## src/rtl/ccm_pkg.sv

```systemverilog
`timescale 1ns/1ps
package ccm_pkg;

    // Two-bit signed-digit code used by COEF_RE / COEF_IM
    typedef enum logic [1:0] {
        DIG_ZERO  = 2'b00,
        DIG_PLUS  = 2'b01,
        DIG_RSV   = 2'b10,
        DIG_MINUS = 2'b11
    } csd_digit_e;

    // Per-cycle control broadcast to every cell of both rows
    typedef struct packed {
        logic first;    // cycle of input bit 0: preset carries, cut sum chain
        logic data_en;  // input bit belongs to the data part of the word
        logic msb;      // input bit is the sign bit
        logic hi_bit;   // serial bit of the shared high-order constant
    } seq_ctl_t;

    typedef struct packed {
        logic c;
        logic s;
    } fa_out_t;

    function automatic fa_out_t full_add(input logic a, input logic b, input logic ci);
        fa_out_t r;
        r.s = a ^ b ^ ci;
        r.c = (a & b) | (a & ci) | (b & ci);
        return r;
    endfunction

    function automatic logic dig_positive(input logic [1:0] code);
        return code == DIG_PLUS;
    endfunction

    function automatic logic dig_negative(input logic [1:0] code);
        return code == DIG_MINUS;
    endfunction

    function automatic logic dig_nonzero(input logic [1:0] code);
        return (code == DIG_PLUS) || (code == DIG_MINUS);
    endfunction

endpackage

```

## src/rtl/ccm_seq.sv

```systemverilog
`timescale 1ns/1ps
module ccm_seq
    import ccm_pkg::*;
#(
    parameter int N_BITS   = 8,
    parameter int M_DIGITS = 6,
    parameter logic [2*N_BITS-1:0] HI_CONST = '0
) (
    input  logic     clk,
    input  logic     rst,
    input  logic     word_start,
    output seq_ctl_t ctl
);
    localparam int FRAME = 2 * N_BITS;
    localparam int PW    = $clog2(FRAME + 1);
    localparam int SW    = $clog2(FRAME + M_DIGITS + 1);

    logic [PW-1:0]    cnt_q;
    logic [PW-1:0]    phase;
    logic [SW-1:0]    shamt;
    logic [FRAME-1:0] hi_sh;
    logic             unused_hi;

    // phase = position inside the current word; FRAME means idle
    assign phase = word_start ? '0 : cnt_q;

    always_ff @(posedge clk) begin
        if (rst) begin
            cnt_q <= PW'(FRAME);
        end else if (phase == PW'(FRAME)) begin
            cnt_q <= phase;
        end else begin
            cnt_q <= phase + 1'b1;
        end
    end

    // the leftmost cell at phase t adds weight t + M - 1
    assign shamt     = SW'(phase) + SW'(M_DIGITS - 1);
    assign hi_sh     = HI_CONST >> shamt;
    assign unused_hi = ^hi_sh[FRAME-1:1];

    always_comb begin
        ctl.first   = word_start;
        ctl.data_en = phase < PW'(N_BITS);
        ctl.msb     = phase == PW'(N_BITS - 1);
        ctl.hi_bit  = hi_sh[0];
    end

endmodule

```

## src/rtl/ccm_cell.sv

```systemverilog
`timescale 1ns/1ps
module ccm_cell
    import ccm_pkg::*;
#(
    parameter bit USE_A = 1'b0,
    parameter bit NEG_A = 1'b0,
    parameter bit USE_B = 1'b0,
    parameter bit NEG_B = 1'b0
) (
    input  logic     clk,
    input  logic     rst,
    input  seq_ctl_t ctl,
    input  logic     s_in,
    input  logic     x_a,
    input  logic     x_b,
    output logic     s_d,
    output logic     s_q
);
    logic t_a;
    logic t_b;
    logic unused_ctl;

    // Term bits: magnitude pattern with the sign bit flipped for a
    // positive term, all but the sign bit flipped for a negative one.
    assign t_a = ctl.data_en & (x_a ^ NEG_A ^ ctl.msb);
    assign t_b = ctl.data_en & (x_b ^ NEG_B ^ ctl.msb);
    assign unused_ctl = ctl.hi_bit;

    generate
        if (USE_A && USE_B) begin : g_dual
            logic    ca_q;
            logic    cb_q;
            fa_out_t fa_hi;
            fa_out_t fa_lo;
            always_comb begin
                fa_hi = full_add(s_in, t_a, ctl.first ? NEG_A : ca_q);
                fa_lo = full_add(fa_hi.s, t_b, ctl.first ? NEG_B : cb_q);
            end
            assign s_d = fa_lo.s;
            always_ff @(posedge clk) begin
                if (rst) begin
                    ca_q <= 1'b0;
                    cb_q <= 1'b0;
                end else begin
                    ca_q <= fa_hi.c;
                    cb_q <= fa_lo.c;
                end
            end
        end else if (USE_A || USE_B) begin : g_single
            logic    c_q;
            logic    t_sel;
            logic    pre;
            logic    unused_term;
            fa_out_t fa1;
            assign t_sel       = USE_A ? t_a : t_b;
            assign pre         = USE_A ? NEG_A : NEG_B;
            assign unused_term = USE_A ? t_b : t_a;
            always_comb fa1 = full_add(s_in, t_sel, ctl.first ? pre : c_q);
            assign s_d = fa1.s;
            always_ff @(posedge clk) begin
                if (rst) c_q <= 1'b0;
                else     c_q <= fa1.c;
            end
        end else begin : g_empty
            logic unused_terms;
            assign unused_terms = t_a ^ t_b ^ ctl.first;
            assign s_d = s_in;
        end
    endgenerate

    always_ff @(posedge clk) begin
        if (rst) s_q <= 1'b0;
        else     s_q <= s_d;
    end

endmodule

```

## src/rtl/ccm_row.sv

```systemverilog
`timescale 1ns/1ps
module ccm_row
    import ccm_pkg::*;
#(
    parameter int M_DIGITS = 6,
    parameter bit IMAG_ROW = 1'b0,
    parameter logic [2*M_DIGITS-1:0] COEF_RE = '0,
    parameter logic [2*M_DIGITS-1:0] COEF_IM = '0
) (
    input  logic     clk,
    input  logic     rst,
    input  seq_ctl_t ctl,
    input  logic     xr_bit,
    input  logic     xi_bit,
    output logic     y_bit
);
    logic [M_DIGITS-1:0] s_in;
    logic [M_DIGITS-1:0] s_d;
    logic [M_DIGITS-1:0] s_q;
    logic                x_a;
    logic                x_b;
    logic                unused_row;

    // slot A takes the real coefficient digit, slot B the imaginary one
    assign x_a = IMAG_ROW ? xi_bit : xr_bit;
    assign x_b = IMAG_ROW ? xr_bit : xi_bit;

    for (genvar k = 0; k < M_DIGITS; k++) begin : g_cell
        localparam logic [1:0] DA = COEF_RE[2*k +: 2];
        localparam logic [1:0] DB = COEF_IM[2*k +: 2];
        localparam bit UA = dig_nonzero(DA);
        localparam bit UB = dig_nonzero(DB);
        localparam bit NA = dig_negative(DA);
        // real row subtracts Ai*Xi, so its slot B sign is flipped
        localparam bit NB = IMAG_ROW ? dig_negative(DB) : dig_positive(DB);

        if (k == M_DIGITS - 1) begin : g_left
            assign s_in[k] = ctl.hi_bit;
        end else begin : g_chain
            assign s_in[k] = s_q[k+1] & ~ctl.first;
        end

        ccm_cell #(
            .USE_A(UA),
            .NEG_A(NA),
            .USE_B(UB),
            .NEG_B(NB)
        ) u_cell (
            .clk  (clk),
            .rst  (rst),
            .ctl  (ctl),
            .s_in (s_in[k]),
            .x_a  (x_a),
            .x_b  (x_b),
            .s_d  (s_d[k]),
            .s_q  (s_q[k])
        );
    end

    assign unused_row = ^{s_q[0], s_d[M_DIGITS-1:1]};

    always_ff @(posedge clk) begin
        if (rst) y_bit <= 1'b0;
        else     y_bit <= s_d[0];
    end

endmodule

```

## src/rtl/cplx_const_mult.sv

```systemverilog
`timescale 1ns/1ps
module cplx_const_mult
    import ccm_pkg::*;
#(
    parameter int N_BITS   = 8,
    parameter int M_DIGITS = 6,
    parameter logic [2*M_DIGITS-1:0] COEF_RE = 12'b00_01_00_01_00_11,
    parameter logic [2*M_DIGITS-1:0] COEF_IM = 12'b11_00_00_11_00_00
) (
    input  logic clk,
    input  logic rst,
    input  logic word_start,
    input  logic xr_bit,
    input  logic xi_bit,
    output logic mr_bit,
    output logic mi_bit,
    output logic m_lsb
);
    localparam int FRAME = 2 * N_BITS;

    // Each nonzero digit at position k leaves -2^(N-1+k) behind;
    // both rows hold the same set of terms, so one constant serves both.
    function automatic logic [FRAME-1:0] hi_const();
        logic [FRAME-1:0] acc;
        logic [FRAME-1:0] one;
        acc = '0;
        one = 1;
        for (int k = 0; k < M_DIGITS; k++) begin
            if (dig_nonzero(COEF_RE[2*k +: 2])) acc = acc - (one << (N_BITS - 1 + k));
            if (dig_nonzero(COEF_IM[2*k +: 2])) acc = acc - (one << (N_BITS - 1 + k));
        end
        return acc;
    endfunction

    localparam logic [FRAME-1:0] HI_CONST = hi_const();

    seq_ctl_t seq_ctl;

    ccm_seq #(
        .N_BITS   (N_BITS),
        .M_DIGITS (M_DIGITS),
        .HI_CONST (HI_CONST)
    ) u_seq (
        .clk        (clk),
        .rst        (rst),
        .word_start (word_start),
        .ctl        (seq_ctl)
    );

    ccm_row #(
        .M_DIGITS (M_DIGITS),
        .IMAG_ROW (1'b0),
        .COEF_RE  (COEF_RE),
        .COEF_IM  (COEF_IM)
    ) u_real (
        .clk    (clk),
        .rst    (rst),
        .ctl    (seq_ctl),
        .xr_bit (xr_bit),
        .xi_bit (xi_bit),
        .y_bit  (mr_bit)
    );

    ccm_row #(
        .M_DIGITS (M_DIGITS),
        .IMAG_ROW (1'b1),
        .COEF_RE  (COEF_RE),
        .COEF_IM  (COEF_IM)
    ) u_imag (
        .clk    (clk),
        .rst    (rst),
        .ctl    (seq_ctl),
        .xr_bit (xr_bit),
        .xi_bit (xi_bit),
        .y_bit  (mi_bit)
    );

    always_ff @(posedge clk) begin
        if (rst) m_lsb <= 1'b0;
        else     m_lsb <= word_start;
    end

endmodule

```

## config.mk

```make
export PLATFORM = sky130hd
export DESIGN_NAME = cplx_const_mult
export DESIGN_NICKNAME = d
export VERILOG_FILES = /design/src/rtl/ccm_pkg.sv /design/src/rtl/ccm_seq.sv /design/src/rtl/ccm_cell.sv /design/src/rtl/ccm_row.sv /design/src/rtl/cplx_const_mult.sv
export SDC_FILE = /design/constraint.sdc
export NUM_CORES = 1
export LEC_CHECK = 0
export BUFFER_PORTS_ARGS = -buffer_cell sky130_fd_sc_hd__buf_4
export CAP_MARGIN = 20
export CELL_PAD_IN_SITES_DETAIL_PLACEMENT = 0
export CELL_PAD_IN_SITES_GLOBAL_PLACEMENT = 1
export CORE_MARGIN = 2
export CORE_UTILIZATION = 42
export CTS_CLUSTER_SIZE = 14
export DETAILED_ROUTE_END_ITERATION = 10
export MAX_ROUTING_LAYER = met4
export PLACE_DENSITY = 0.77
export SLEW_MARGIN = 15
export SYNTH_ARGS = -nofsm -noshare
export SYNTH_HDL_FRONTEND = slang
export SYNTH_SLANG_ARGS = --single-unit
```

## constraint.sdc

```tcl
create_clock -name clk -period 3.8 [get_ports clk]
set_input_delay 0.57 -clock clk [delete_from_list [all_inputs] [get_ports clk]]
set_output_delay 0.57 -clock clk [all_outputs]
set_load 0.05 [all_outputs]
```

==> results.md, run 1 <==
- Status: complete, no violations
- Asr flop ratio synth: 0
- Final Hold Viols: 0
- Worst path required time: 4030 ps
- Clk slew on worst S/H paths: 140 ps
- Num rows: 21
- Drt total wl: 2.451 mm
- Core area: 0.003311 mm2
- CTS Buf Count: 3
- Drt first pass iters: 4
- Total Negative Setup Slacks: 0 ps
- CTS tree: done
- Die Area: 0.003904 mm2
- Final setup violation count: 0
- GP Congestion: 0.7361
- Hold endpoint: u_imag.g_cell[3].u_cell.s_q
- Commonest non-fill, non-tap cell in the layout: dfxtp_1
- YS warnings: 0
- Overall power: 0.6045 mW
- Worst r2r path cells: 6
- Seq/Total Area, Yosys: 0.3902
- Dominant synthesized flop cell: dfxtp_1
- Hold-critical path depth: 1
- Cell area after synthesis: 0.001436 mm2
- Power per cell area: 387.1 mW/mm2
- Ports: 8
- Synth unique cells: 45
- Iteration-0 DRC Markers: 103
- Final worst-path cycle share: 0.6427
- Root Buffer: clkbuf_4
- Slew headroom: 0.6240
- Antenna violations before repair: 0
- Buffers on Ports: 7
- Worst hold path class: flop to flop
- Worst-Margin Slew: 548.4 ps
- Routed len/inst: 12.77 um
- Die Span X: 62.48 um
- GRT Util Overall: 0.1565
- Area added between synthesis and finish: 8.711%
- HP Start: u_imag.g_cell[4].u_cell.s_q
- DRC: 0
- Skew final: 1.430 ps
- Area after DPL: 0.001509 mm2
- Final min period: 2442 ps
- Clk_lat worst skew: 320 ps
- Number of flops mapped to enable cells by yosys: 0
- Post-Synthesis Cells: 143
- Slew Limit Fails: 0
- Startpoint types: flop
- H-Tree Depth: 1
- Antenna Cells: 0
- Post-DR vias/cell: 5.016
- Effective utilization at floorplan: 0.4339
- Syn nets: 158
- R2r startpoint: u_seq.cnt_q[1]
- Hold buffers post-CTS: 0
- Crit path DAT: 2670 ps
- Largest net degree at the start of global routing: 35
- FMAX: 409.4 MHz
- Cell area after layout: 0.001562 mm2
- Clock sinks: 28
- Post-detail-place hpwl: 1.770 mm
- Clk buf depth: 2
- Total number of vias: 963
- Synthesis-stage register bit count: 28
- Worst vdd ir: 0.1061 mV
- Share of cells above drive strength 1: 0.1644
- Pleak: 0.5965 nW
- Post-CTS Repair Setup Buffers: 0
- Worst R2R Setup Slack: 1360 ps
- Final nets: 162
- Biggest fanout along the worst timing path: 9
- GRT Residual Overflow: 0
- Global-route wire length before repair: 4.774 mm
- Crit. End Element: flop
- Post-cts resize count: 0
- Avg Inst Size Synth: 10.04 um2
- Most frequent cells in the layout: dfxtp_1 (28), nor2b_1 (19), nor2_1 (19), fa_1 (8)
- Chip height: 62.48 um
- Vias in the first global route: 1044
- Critical setup path kind: flop to flop
- Unrepaired setup endpoints after global routing: no
- Max Cap Viol: 0
- DRT antenna net count: 0
- R2R Path End: u_real.g_cell[2].u_cell.s_q
[metal layers]
layer  global-route usage  wire (um)  vias to the layer above
li1                     -          -                      483
met1               0.1984       1173                      463
met2               0.2540       1176                       15
met3              0.02883         81                        2
met4              0.05000         19                        0
met5                    -          0                        -
[registers in the layout, summed over array words and instances, names as in the netlist]
name                               cells
m_lsb                                  1
u_imag.g_cell.u_cell.g_dual.ca_q       1
u_imag.g_cell.u_cell.g_dual.cb_q       1
u_imag.g_cell.u_cell.g_single.c_q      3
u_imag.g_cell.u_cell.s_q               5
u_imag.y_bit                           1
u_real.g_cell.u_cell.g_dual.ca_q       1
u_real.g_cell.u_cell.g_dual.cb_q       1
u_real.g_cell.u_cell.g_single.c_q      3
u_real.g_cell.u_cell.s_q               5
u_real.y_bit                           1
u_seq.cnt_q                            5
[logic make-up after synthesis]
kind of cell,share of synthesized area
adder cells (fa/ha/maj),0.1446
flip-flops,0.3902
AND/OR/NAND/NOR,0.2779
multiplexers,0.02178
buffers and inverters,0.03397
XOR/XNOR,0.02439
AO/OA/AOI/OAI,0.1072
[cell type report]
type | count | area, um2
Timing Repair Buffer | 7 | 52.55
Sequential cell | 28 | 560.5
Multi-Input combinational cell | 104 | 827.0
Fill cell | 341 | 1749
Tap cell | 46 | 57.56
Clock buffer | 3 | 22.52
Inverter | 3 | 11.26
Clock inverter | 1 | 30.03
[stage by stage]
stage	util	setup slack [ps]	hold slack, ps	instances
3_5_place_dp	0.4558	1229	411.5	188
5_1_grt	0.4717	1250	473.9	192
3_3_place_gp	0.4558	1249	409.4	188
2_1_floorplan	-	1274	405.7	143
4_1_cts	0.4717	1365	446.1	192
6_report	0.4717	1358	443.2	192
[Yosys cell counts, drive strengths merged (2+ instances only)]
cell type | n | area (um2)
a21o | 3 | 22.52
a21oi | 3 | 30.03
a221o | 2 | 20.02
and2 | 7 | 43.79
buf | 4 | 22.52
clkbuf | 4 | 15.01
dfxtp | 28 | 560.5
fa | 8 | 160.2
ha | 2 | 25.02
inv | 3 | 11.26
maj3 | 2 | 22.52
mux2i | 2 | 20.02
nand2 | 2 | 7.510
nand2b | 5 | 31.28
nor2 | 20 | 77.58
nor2b | 19 | 118.9
nor3 | 3 | 20.02
nor3b | 2 | 15.01
xnor2 | 2 | 17.52
xor2 | 2 | 17.52
[worst max-delay path by stage]
stage                   start                              endpoint  slack (ps)  depth (start not counted)
2_1_floorplan      word_start  u_real.g_cell[5].u_cell.g_single.c_q        1270                          9
5_1_grt        u_seq.cnt_q[1]           u_real.g_cell[2].u_cell.s_q        1250                          6
3_5_place_dp       word_start           u_imag.g_cell[2].u_cell.s_q        1230                          6
6_report       u_seq.cnt_q[1]           u_real.g_cell[2].u_cell.s_q        1360                          6
4_1_cts        u_seq.cnt_q[1]           u_real.g_cell[2].u_cell.s_q        1360                          6
3_3_place_gp       word_start           u_real.g_cell[2].u_cell.s_q        1250                          6
[where the power goes]
group / switching [mW] / leakage (nW) / internal, mW
combinational: 0.0535 / 0.339 / 0.0377
clock: 0.0847 / 0.0279 / 0.107
sequential: 0.0107 / 0.229 / 0.311
[worst max-delay path: stages (launching register included)]
cell     delay, ps
dfxtp_1        560
nand3_4        140
a21o_1         230
mux2_2         320
fa_1           540
fa_1           410
nor2b_1        130
Power figures use the tool's default switching activity.
==> run 2, diff against run 1 <==
Settings changed: ABC_AREA from default to 1, PLACE_DENSITY 0.77 to 0.79.
Clock period 3.8 ns to 2.4 ns, I/O delays scaled along.
==> run 2 against run 1 <==
  * Wire length grew 0.37%
  * Design area grew 2.2%
  * Combinational power grew 56%
  * Critical path depth grew 2
  * Synthesized cell count grew 19%
  * Non-clock buffer count grew 5
  * Clock-buffer cell count is the same
  * Sequential power grew 56%
==> results.md, run 2 <==
- Post-DR vias/cell: 4.562
- Final Hold Viols: 0
- Pleak: 0.7409 nW
- R2R Path End: u_real.g_cell[2].u_cell.s_q
- Iteration-0 DRC Markers: 40
- WHS: 292.4 ps
- Most frequent cells in the layout: nor2_1 (38), dfxtp_1 (27), nand2_1 (26), inv_1 (23), buf_4 (12)
- Synth unique cells: 26
- GRT Residual Overflow: 0
- Ports: 8
- Startpoint types: flop
- Global-route wire length before repair: 4.574 mm
- Vias in the first global route: 1093
- Post-Synthesis Cells: 170
- Fill cells: 340
- DRT antenna net count: 0
- Seq/Total Area, Yosys: 0.3889
- Syn nets: 185
- Clk slew on worst S/H paths: 160 ps
- Hold buffers post-CTS: 0
- Biggest fanout along the worst timing path: 4
- FF/Latch Area: 561.8 um2
- Dominant synthesized flop cell: dfxtp_1
- Clk_lat worst skew: 320 ps
- Number of flops mapped to enable cells by yosys: 0
- Antenna Cells: 0
- Max Cap Viol: 0
- Commonest non-fill, non-tap cell in the layout: nor2_1
- Final nets: 196
- Most frequent cell after synthesis: nor2_1
- Cell area after synthesis: 0.001441 mm2
- Worst vdd ir: 0.2267 mV
- Unrepaired setup endpoints after global routing: no
- Post-detail-place hpwl: 1.891 mm
- Final min period: 2270 ps
- Critical setup path kind: flop to flop
- Die Span X: 62.58 um
- Worst R2R Setup Slack: 130 ps
- Overall power: 0.9552 mW
- Routed len/inst: 10.88 um
- H-Tree Depth: 1
- Area after DPL: 0.001539 mm2
- Total number of vias: 1031
- Multi-input gate area: 733.2 um2
- Worst setup path end: u_real.g_cell[2].u_cell.s_q
- GP Congestion: 0.9328
- Crit. End Element: flop
- Synthesis-stage register bit count: 28
- Slew headroom: 0.6134
- Worst hold path class: input pin to flop
- Synth area leaders: dfxtp_1 (39%), fa_1 (11%), nor2_1 (9.9%)
- Buffers on Ports: 7
- Status: complete, no violations
- YS warnings: 0
- Num rows: 21
- Asr flop ratio synth: 0
- Chip height: 62.58 um
- Clock sinks: 28
- Drt first pass iters: 4
- Clk buf depth: 2
- Yosys top cell area share: 0.3889
- Power per cell area: 598.3 mW/mm2
- Effective utilization at floorplan: 0.4354
- Worst path required time: 2680 ps
- Slew Limit Fails: 0
- Die Area: 0.003916 mm2
- Cell area after layout: 0.001597 mm2
- Drt total wl: 2.460 mm
- CTS Buf Count: 3
- Worst r2r path cells: 8
- Largest net degree at the start of global routing: 17
- Final setup violation count: 0
- CTS tree: done
- Crit path DAT: 2550 ps
- DRC: 0
- Area added between synthesis and finish: 10.76%
- Cell accounting for the most synthesized area: dfxtp_1
- Worst Setup SP: u_seq.cnt_q[2]
- Post-CTS Repair Setup Buffers: 0
- Core area: 0.003311 mm2
- Top cells by count, synth: nor2_1 (38), dfxtp_1 (28), nand2_1 (26), inv_1 (23)
- Share of cells above drive strength 1: 0.2111
- Worst-Margin Slew: 572.4 ps
- GRT Util Overall: 0.1492
- R2r startpoint: u_seq.cnt_q[2]
- FMAX: 440.5 MHz
- Top flop regs: u_imag.g_cell.u_cell.s_q (5), u_real.g_cell.u_cell.s_q (5), u_seq.cnt_q (5)
- Skew final: 4.084 ps
- Final worst-path cycle share: 0.9460
- Root Buffer: clkbuf_4
- Post-cts resize count: 1
- Antenna violations before repair: 0
- Avg Inst Size Synth: 8.479 um2
-- run 2: changes by cell type after synthesis, sizes merged, moves of 4 or more --
cell    change
nand2      +32
nor2       +20
nor2b      -19
inv        +22
and2        -7
nand2b      -5
a21oi       +4
nand3      +12
-- run 2: cell type report --
| class | count | share of cell area |
|---|---|---|
| inverter | 25 | 0.06348 |
| clock inverter | 1 | 0.01881 |
| clock buffer | 3 | 0.01411 |
| sequential | 28 | 0.3519 |
| timing repair buffer | 12 | 0.05643 |
| multi-input combinational | 111 | 0.4592 |
| tap | 46 | 0.03605 |
-- run 2: cell families after synthesis --
kind of cell	count (synthesis)	synth area share
AND/OR/NAND/NOR	89	0.3221
buffers and inverters	31	0.1050
flip-flops	28	0.3889
AO/OA/AOI/OAI	11	0.04947
adder cells (fa/ha/maj)	10	0.1285
XOR/XNOR	1	0.006077
-- run 2: how the worst min path moves through the flow --
stage                           startpoint                              endpoint  slack (ps)  depth (start not counted)
2_1_floorplan  u_imag.g_cell[2].u_cell.s_q           u_imag.g_cell[1].u_cell.s_q         400                          2
3_3_place_gp   u_imag.g_cell[2].u_cell.s_q           u_imag.g_cell[1].u_cell.s_q         410                          2
3_5_place_dp   u_real.g_cell[2].u_cell.s_q           u_real.g_cell[1].u_cell.s_q         410                          2
4_1_cts                                rst   u_imag.g_cell[2].u_cell.g_dual.cb_q         290                          2
5_1_grt                                rst                          u_imag.y_bit         280                          2
6_report                               rst  u_real.g_cell[0].u_cell.g_single.c_q         290                          2
-- run 2: per-layer routing --
metal  up-vias  part of all wire  wire [um]  track usage
met1       489              0.45       1096       0.1648
met5         -                 0          0            -
met4         0            0.0077         19      0.04167
met3         2             0.027         66      0.02162
li1        531                 -          -            -
met2         9              0.52       1277       0.2782
-- run 2: stage by stage --
stage | setup TNS, ps | worst slack, ps | util | instances
finish | 0 | 129.6 | 0.4822 | 226
global route | 0 | 0.06128 | 0.4822 | 226
CTS | 0 | 99.52 | 0.4819 | 226
detailed placement | -81.20 | -81.20 | 0.4649 | 222
global placement | 0 | 10.91 | 0.4649 | 222
floorplan | 0 | 85.24 | - | 170
-- run 2: critical path, cell delays in order (launching register included) --
cell	delay, ps
dfxtp_1	500
inv_1	90
nor2_2	150
nand3_1	130
a21oi_2	260
fa_1	470
fa_1	520
inv_1	40
nor2_1	70
-- run 2: power by group --
| part | switching [mW] | total, mW | leakage (nW) | internal [mW] |
|---|---|---|---|---|
| logic | 0.0914 | 0.142 | 0.483 | 0.0507 |
| clock network | 0.142 | 0.311 | 0.0279 | 0.169 |
| registers | 0.0108 | 0.503 | 0.230 | 0.492 |
==> run 3, diff against run 2 <==
Clock period 2.4 ns to 2.5 ns, I/O delays scaled along.
==> run 3 against run 2 <==
  * Worst setup slack improved by 43 ps
  * Sequential power decreased by 4.2%
  * Global-route usage decreased by 0.59 points
  * Clock-buffer cell count unchanged
  * Clock power decreased by 4%
  * Wire length decreased by 2.1%
  * Final cell count decreased by 0.44%
  * Die area unchanged
  * Non-clock buffer count decreased by 1
  * Largest power group unchanged
  * Highest routed layer unchanged
==> results.md, run 3 (same netlist as run 2, synthesis figures left out) <==
- FF/Latch Area: 560.5 um2
- Top flop regs: u_imag.g_cell.u_cell.s_q (5), u_real.g_cell.u_cell.s_q (5), u_seq.cnt_q (5)
- CTS Buf Count: 3
- Final setup violation count: 0
- Num rows: 21
- WHS: 303.0 ps
- Most frequent cells in the layout: nor2_1 (38), dfxtp_1 (28), nand2_1 (26), inv_1 (23), buf_4 (11)
- Die Area: 0.003916 mm2
- Worst hold path class: input pin to flop
- Slew headroom: 0.6069
- Final worst-path cycle share: 0.9310
- Total number of vias: 1019
- Hold buffers post-CTS: 0
- GRT Residual Overflow: 0
- Worst-Margin Slew: 582.0 ps
- Multi-input gate area: 733.2 um2
- CTS tree: done
- Power per cell area: 578.5 mW/mm2
- GRT Util Overall: 0.1433
- Area added between synthesis and finish: 10.16%
- Worst vdd ir: 0.1936 mV
- Drt first pass iters: 3
- Largest net degree at the start of global routing: 17
- FMAX: 429.7 MHz
- Post-DR vias/cell: 4.529
- Unrepaired setup endpoints after global routing: no
- Cell area after layout: 0.001588 mm2
- Core area: 0.003311 mm2
- Iteration-0 DRC Markers: 13
- Fill cells: 349
- Worst path required time: 2790 ps
- Skew final: 4.924 ps
- Pleak: 0.7363 nW
- Global-route wire length before repair: 4.340 mm
- Ports: 8
- Final nets: 195
- Overall power: 0.9186 mW
- Clock sinks: 28
- Final min period: 2327 ps
- DRT antenna net count: 0
- Crit. End Element: flop
- Biggest fanout along the worst timing path: 4
- Effective utilization at floorplan: 0.4354
- Vias in the first global route: 965
- Critical setup path kind: flop to flop
- Drt total wl: 2.408 mm
- Routed len/inst: 10.70 um
- Antenna Cells: 0
- Slew Limit Fails: 0
- Final Hold Viols: 0
- DRC: 0
- Clk_lat worst skew: 340 ps
- GP Congestion: 0.9431
- Total Negative Setup Slacks: 0 ps
- Startpoint types: flop
- Post-detail-place hpwl: 1.856 mm
- Clk slew on worst S/H paths: 150 ps
- Buffers on Ports: 7
- Clk buf depth: 2
- Chip height: 62.58 um
- Share of cells above drive strength 1: 0.2011
- Max Cap Viol: 0
- Area after DPL: 0.001531 mm2
- Antenna violations before repair: 0
- Status: complete, no violations
- Post-CTS Repair Setup Buffers: 0
- H-Tree Depth: 1
- Root Buffer: clkbuf_4
- Commonest non-fill, non-tap cell in the layout: nor2_1
- Die Span X: 62.58 um
- Crit path DAT: 2620 ps
## run 3: final timing paths
path                                                   from                                    to  slack (ps)  cells after the start
worst max-delay path                         u_seq.cnt_q[1]           u_real.g_cell[2].u_cell.s_q         170                      8
worst min-delay path                                    rst  u_real.g_cell[0].u_cell.g_single.c_q         300                      2
worst min register to register  u_imag.g_cell[2].u_cell.s_q           u_imag.g_cell[1].u_cell.s_q         430                      2
worst max register to register               u_seq.cnt_q[1]           u_real.g_cell[2].u_cell.s_q         170                      8
## run 3: metrics by stage
step | util | setup WS (ps) | std cells
after floorplan | - | 170.2 | 170
after global placement | 0.4626 | 78.09 | 221
after detailed placement | 0.4626 | -25.25 | 221
after CTS | 0.4785 | 65.84 | 225
after global routing | 0.4796 | 27.70 | 225
final | 0.4796 | 172.6 | 225
## run 3: final cells by class
cell class / count / area share
timing repair buffer: 11 / 0.05201
sequential: 28 / 0.3530
clock buffer: 3 / 0.01418
clock inverter: 1 / 0.01891
tap: 46 / 0.03625
multi-input combinational: 111 / 0.4618
inverter: 25 / 0.06383
## run 3: repair_timing
item / in CTS / in global routing
hold endpoints to repair: 0 / 0
setup endpoints to repair: 0 / 2
resized for setup: 0 / 1
## run 3: worst max-delay path, cell delays in order (launching register included)
cell,delay (ps)
dfxtp_1,510
nand3_4,110
nor2_2,130
nand3_1,150
a21oi_2,270
fa_1,490
fa_1,520
inv_1,40
nor2_1,70
## run 3: layer usage
layer,GRT usage,vias up,routed length (um)
met5,-,-,0
met4,0.05833,0,45
met3,0.02342,5,59
met2,0.2366,10,1168
met1,0.1753,473,1134
li1,-,531,-
## run 3: report_power, final
| part | internal (mW) | switching (mW) |
|---|---|---|
| combinational | 0.0486 | 0.0882 |
| sequential | 0.472 | 0.00978 |
| clock | 0.162 | 0.138 |
| total | 0.683 | 0.236 |
